===== src/rtl/pkt_pkg.sv =====
package pkt_pkg;
    localparam int DEF_ADDR_W   = 32;
    localparam int DEF_GRP_W    = 7;
    localparam int DEF_NUM_GRP  = 5;
    localparam int DEF_REASON_W = 2;
endpackage


===== src/rtl/pkt_group_sizer.sv =====
module pkt_group_sizer #(
    parameter int ADDR_W  = pkt_pkg::DEF_ADDR_W,
    parameter int GRP_W   = pkt_pkg::DEF_GRP_W,
    parameter int NUM_GRP = pkt_pkg::DEF_NUM_GRP,
    parameter int CNT_W   = $clog2(NUM_GRP + 1)
) (
    input  logic [ADDR_W-1:0] diff,
    output logic [CNT_W-1:0]  count
);
    logic [NUM_GRP-1:0] grp_nz;

    genvar g;
    generate
        for (g = 0; g < NUM_GRP; g++) begin : g_grp
            localparam int LO = g * GRP_W;
            localparam int HI = ((g + 1) * GRP_W - 1 < ADDR_W) ? (g + 1) * GRP_W - 1 : ADDR_W - 1;
            assign grp_nz[g] = |diff[HI:LO];
        end
    endgenerate

    always_comb begin
        count = CNT_W'(1);
        for (int i = 1; i < NUM_GRP; i++) begin
            if (grp_nz[i]) count = CNT_W'(i + 1);
        end
    end

    always_comb begin
        AST_COUNT_RANGE: assert (count >= CNT_W'(1) && count <= CNT_W'(NUM_GRP));
    end
endmodule


===== src/rtl/pkt_byte_former.sv =====
module pkt_byte_former #(
    parameter int ADDR_W   = pkt_pkg::DEF_ADDR_W,
    parameter int GRP_W    = pkt_pkg::DEF_GRP_W,
    parameter int NUM_GRP  = pkt_pkg::DEF_NUM_GRP,
    parameter int REASON_W = pkt_pkg::DEF_REASON_W,
    parameter int CNT_W    = $clog2(NUM_GRP + 1)
) (
    input  logic [ADDR_W-1:0]   addr,
    input  logic [CNT_W-1:0]    idx,
    input  logic [CNT_W-1:0]    cnt,
    input  logic [REASON_W-1:0] reason,
    input  logic                state,
    output logic [GRP_W:0]      byte_o
);
    localparam int TOP_W = ADDR_W - GRP_W * (NUM_GRP - 1);

    logic [ADDR_W-1:0] shifted;

    always_comb begin
        shifted = addr >> (GRP_W * int'(idx));
        if (idx == CNT_W'(NUM_GRP - 1)) begin
            byte_o = {1'b0, reason, state, addr[ADDR_W-1 -: TOP_W]};
        end else begin
            byte_o = {(idx != cnt - CNT_W'(1)), shifted[GRP_W-1:0]};
        end
    end
endmodule


===== src/rtl/addr_packetizer.sv =====
module addr_packetizer #(
    parameter int ADDR_W   = pkt_pkg::DEF_ADDR_W,
    parameter int GRP_W    = pkt_pkg::DEF_GRP_W,
    parameter int NUM_GRP  = pkt_pkg::DEF_NUM_GRP,
    parameter int REASON_W = pkt_pkg::DEF_REASON_W
) (
    input  logic                clk,
    input  logic                rst_n,
    input  logic                in_valid,
    output logic                in_ready,
    input  logic [ADDR_W-1:0]   in_addr,
    input  logic [REASON_W-1:0] in_reason,
    input  logic                in_state,
    input  logic                in_full,
    output logic                out_valid,
    input  logic                out_ready,
    output logic [GRP_W:0]      out_byte
);
    localparam int CNT_W = $clog2(NUM_GRP + 1);

    typedef struct packed {
        logic                busy;
        logic                need_full;
        logic [CNT_W-1:0]    idx;
        logic [CNT_W-1:0]    cnt;
        logic [ADDR_W-1:0]   addr;
        logic [ADDR_W-1:0]   prev;
        logic [REASON_W-1:0] reason;
        logic                state;
    } pk_state_t;

    pk_state_t st_q, st_d;
    logic [CNT_W-1:0] delta_cnt;
    logic             accept;
    logic             fire;
    logic             last;

    pkt_group_sizer #(
        .ADDR_W(ADDR_W), .GRP_W(GRP_W), .NUM_GRP(NUM_GRP), .CNT_W(CNT_W)
    ) u_sizer (
        .diff  (in_addr ^ st_q.prev),
        .count (delta_cnt)
    );

    pkt_byte_former #(
        .ADDR_W(ADDR_W), .GRP_W(GRP_W), .NUM_GRP(NUM_GRP),
        .REASON_W(REASON_W), .CNT_W(CNT_W)
    ) u_former (
        .addr   (st_q.addr),
        .idx    (st_q.idx),
        .cnt    (st_q.cnt),
        .reason (st_q.reason),
        .state  (st_q.state),
        .byte_o (out_byte)
    );

    assign in_ready  = !st_q.busy;
    assign out_valid = st_q.busy;
    assign accept    = in_valid && in_ready;
    assign fire      = out_valid && out_ready;
    assign last      = (st_q.idx == st_q.cnt - CNT_W'(1));

    always_comb begin
        st_d = st_q;
        if (accept) begin
            st_d.busy      = 1'b1;
            st_d.need_full = 1'b0;
            st_d.idx       = '0;
            st_d.cnt       = (st_q.need_full || in_full) ? CNT_W'(NUM_GRP) : delta_cnt;
            st_d.addr      = in_addr;
            st_d.reason    = in_reason;
            st_d.state     = in_state;
        end else if (fire) begin
            if (last) begin
                st_d.busy = 1'b0;
                st_d.prev = st_q.addr;
            end else begin
                st_d.idx = st_q.idx + CNT_W'(1);
            end
        end
    end

    always_ff @(posedge clk) begin
        if (!rst_n) begin
            st_q           <= '0;
            st_q.need_full <= 1'b1;
        end else begin
            st_q <= st_d;
        end
    end

    AST_BUSY_BLOCKS_INPUT: assert property (@(posedge clk) disable iff (!rst_n)
        out_valid |-> !in_ready);

    AST_BYTE_HOLD: assert property (@(posedge clk) disable iff (!rst_n)
        (out_valid && !out_ready) |=> (out_valid && $stable(out_byte)));

    AST_LAST_NO_CONT: assert property (@(posedge clk) disable iff (!rst_n)
        (out_valid && last) |-> !out_byte[GRP_W]);

    AST_REF_ON_FINAL: assert property (@(posedge clk) disable iff (!rst_n)
        !$stable(st_q.prev) |-> $past(fire && last));

    AST_FULL_AFTER_REQ: assert property (@(posedge clk) disable iff (!rst_n)
        (accept && in_full) |=> (st_q.cnt == CNT_W'(NUM_GRP)));
endmodule


===== config.mk =====
export PLATFORM = sky130hd
export DESIGN_NAME = addr_packetizer
export DESIGN_NICKNAME = d
export VERILOG_FILES = /design/src/rtl/pkt_pkg.sv /design/src/rtl/pkt_group_sizer.sv /design/src/rtl/pkt_byte_former.sv /design/src/rtl/addr_packetizer.sv
export SDC_FILE = /design/constraint.sdc
export NUM_CORES = 1
export LEC_CHECK = 0
export ABC_AREA = 1
export BUFFER_PORTS_ARGS = -buffer_cell sky130_fd_sc_hd__buf_2
export CAP_MARGIN = 20
export CORE_MARGIN = 2
export CORE_UTILIZATION = 45
export CTS_CLUSTER_DIAMETER = 50
export DETAILED_ROUTE_END_ITERATION = 8
export MAX_ROUTING_LAYER = met4
export PLACE_DENSITY = 0.65
export SYNTH_ARGS = -nofsm -noshare
export SYNTH_HDL_FRONTEND = slang
export SYNTH_SLANG_ARGS = --single-unit
export TNS_END_PERCENT = 10

===== constraint.sdc =====
create_clock -name clk -period 1.9 [get_ports clk]
set_clock_uncertainty 0.15 [all_clocks]
set_input_delay 0.38 -clock clk [delete_from_list [all_inputs] [get_ports clk]]
set_output_delay 0.38 -clock clk [all_outputs]
set_load 0.03 [all_outputs]

==> run metrics <==
R2R cell count=9; Setup Viol. Count Final=8; diodes inserted=0; outcome=finished, violations left; RSZ-0062 raised after global routing=true; EDFF count, synth=0; post-synth top area share=between 40% and 50%; Cell Area, Placed=3750 um2; Max Clock Freq=490 MHz; share of cells above drive strength 1=23.7%; Overflow after GRT=0; synth top area cells=dfxtp_1 (42%), nand2_1 (13%), inv_1 (7.1%); worst skew pair latency=about 0.34 ns; largest net degree at the start of global routing=25; Startpoint Class=register; DR pass1 iterations=4; syn_nets=499; Total Routed Length=8.43 mm; Iter 0 DRT Violations=~210; syn_area_per_cell=7.10 um2; FF-to-FF End=st_q[22]; top fanout value on the critical path=6; via count of the first global-routing pass=2834; max incr delay on CP=0.34 ns; cell-by-cell trace of the critical path=buf_4, buf_8, a21oi_2, o21ai_1, nand3_2, o21ai_4, buf_6; CP max-delay cell=dfxtp_2; total power density per cell area=732 nW/um2; Post-Place Cells=603; htree depth=3; clk sinks=68; Worst-path clk slew=0.07 ns; Final Slew Violations=0; Routability Congestion=0.887; fillcell total=652; fin crit period=2.04 ns; Post-DRT Antenna Nets=0; final period utilization=107%; maximum VDD drop=0.394 mV; via density per instance=around 5; Design Power=0.00301 W; Synth Flop Type=dfxtp_1; hpwl dp=6.20 mm; clock share of power=34.5%; core area=slightly below 7000 um2; Initial Util=47.1%; wire length per cell=approximately 14 um; Critical Path End Type=primary output; total track usage=23.9%; Port-buffer cells=49; Vias=between 3000 and 4000; asr flop ratio synth=0%; # IOs=50; cts bufs inserted=9; number of remaining DRC errors=0; WS Path Type=register to primary output; Synth top cells by count=nand2_1 (110), dfxtp_1 (68), inv_1 (61), nor2_1 (48), o21ai_0 (31); Switching Fraction=27.7%; Area growth, synth to finish=26.9%; synth warn=0; DIE AREA=7890 um2; flops & latches, synth=between 60 and 70; reg2reg start=st_q[68]; Die W=88.8 um; Root Driver=clkbuf_8; synthesized area=approximately 3200 um2; CP arrival=roughly 1.5 ns; start point of the critical path=st_q[71]; final instance area=4110 um2; fin nets=approximately 570; initial antenna violation count=0; Seq pwr share=50.5%; Max Cap Violations=0; Worst slew margin=61.4%; M2 GR Usage=between 30% and 40%; Pleak=1.87 nW; final hold vios=0; Mapped Cells=456; Worst R2R Setup Slack=0.11 ns; WHS=~0.084 ns; Netlist cell types=31; P_sw=0.000835 W; met1 Use GR=31.9%; worst slew pin tran=0.578 ns; final setup margin=-0.141 ns; end of the critical path=out_byte[0]; Cell Rows=30; global-route wire length before repair=13.7 mm; Int Power=about 0.0022 W; register area share after synthesis=42.1%; grt peak-use layer=met2; Max clock buf depth=2; CTS tree=yes; met3 usage=4.10%; Die Y=88.8 um; violated checks=setup timing; final cell count without fillers=623; required time of the critical path=1.37 ns; Hold WC Path Type=primary input to register; most frequent cell after synthesis=nand2_1; Logic pwr share=between 10% and 20%; largest area contributor in the netlist=dfxtp_1
==> area by class of cell <==
class	instances	area (um2)	share of cell area [%]
Sequential cell	68	1370	33.4
Multi-Input combinational cell	302	1660	40.5
Timing Repair Buffer	75	533	13.0
Clock buffer	14	153	3.71
Inverter	66	256	6.24
Clock inverter	2	10.0	0.244
Tap cell	96	120	2.92
==> power groups by stage <==
stage          registers (W)  clock network (W)  logic (W)
6_report             0.00152            0.00104   0.000451
5_1_grt              0.00153            0.00113   0.000491
4_1_cts              0.00152            0.00105   0.000444
3_5_place_dp         0.00155                  0   0.000404
3_3_place_gp         0.00155                  0   0.000398
2_1_floorplan        0.00154                  0   0.000260
==> sequential cells by signal, indices dropped and copies added (netlist names) <==
| register | cells |
|---|---|
| out_valid | 1 |
| st_q | 67 |
==> critical path: cells and delay by family, from the launching register on <==
family / cells / cell delay (ns)
DFF: 1 / 0.34
and+or+nand+nor: 1 / 0.11
buffers and inverters: 3 / 0.43
AOI/OAI and AO/OA: 3 / 0.28
==> through the flow <==
stage	utilization [%]	TNS (ns)	worst slack [ns]
after floorplan	-	-0.0135	-0.0135
after global placement	54.6	0	0.0128
after detailed placement	54.6	-0.00280	-0.00280
after CTS	59.5	-1.01	-0.149
after global routing	59.8	-1.48	-0.196
final	59.8	-0.976	-0.141
==> layer usage <==
layer	vias up	part of all wire [%]
met1	1375	48
met3	15	5.1
met4	0	2.0
met5	-	0
li1	1595	-
met2	82	45
==> layout by cell type, fill, tap and decap left out, drive strengths merged <==
| cell type | instances |
|---|---|
| clkbuf | 14 |
| nand2 | 112 |
| a21oi | 30 |
| ha | 3 |
| xor2 | 6 |
| inv | 65 |
| xnor2 | 7 |
| a21boi | 1 |
| o211ai | 1 |
| o21ai | 36 |
| o31ai | 1 |
| a22o | 12 |
| nand3 | 16 |
| nand4 | 11 |
| nor2 | 51 |
| o22ai | 12 |
| buf | 75 |
| dfxtp | 68 |
| nand3b | 1 |
| nor3 | 2 |
| clkinv | 3 |
==> cells by family after synthesis <==
| group | Yosys count | share of synthesized area [%] |
|---|---|---|
| adders and majority gates | 3 | 1.16 |
| and+or+nand+nor | 193 | 25.1 |
| buffers and inverters | 86 | 11.3 |
| xor gates and xnor gates | 13 | 3.52 |
| DFF | 68 | 42.1 |
| AOI/OAI and AO/OA | 93 | 16.8 |
==> worst min path at each step <==
| stage | from | end | slack (ns) | cells past startpoint |
|---|---|---|---|---|
| after CTS | in_state | st_q[0] | 0.08 | 3 |
| after floorplan | st_q[73] | st_q[73] | 0.27 | 2 |
| after detailed placement | st_q[68] | st_q[68] | 0.30 | 2 |
| after global placement | st_q[68] | st_q[68] | 0.29 | 2 |
| after global routing | in_state | st_q[0] | 0.09 | 3 |
| final | in_state | st_q[0] | 0.08 | 3 |
==> repair_timing <==
action | in CTS | in global routing
hold buffers | 0 | 0
setup buffers | 3 | 0
resized for setup | 46 | 12
endpoints found under the setup margin | 11 | 11
gates cloned | 1 | 0
pin swaps | 10 | 2
Power figures use the tool's default switching activity.
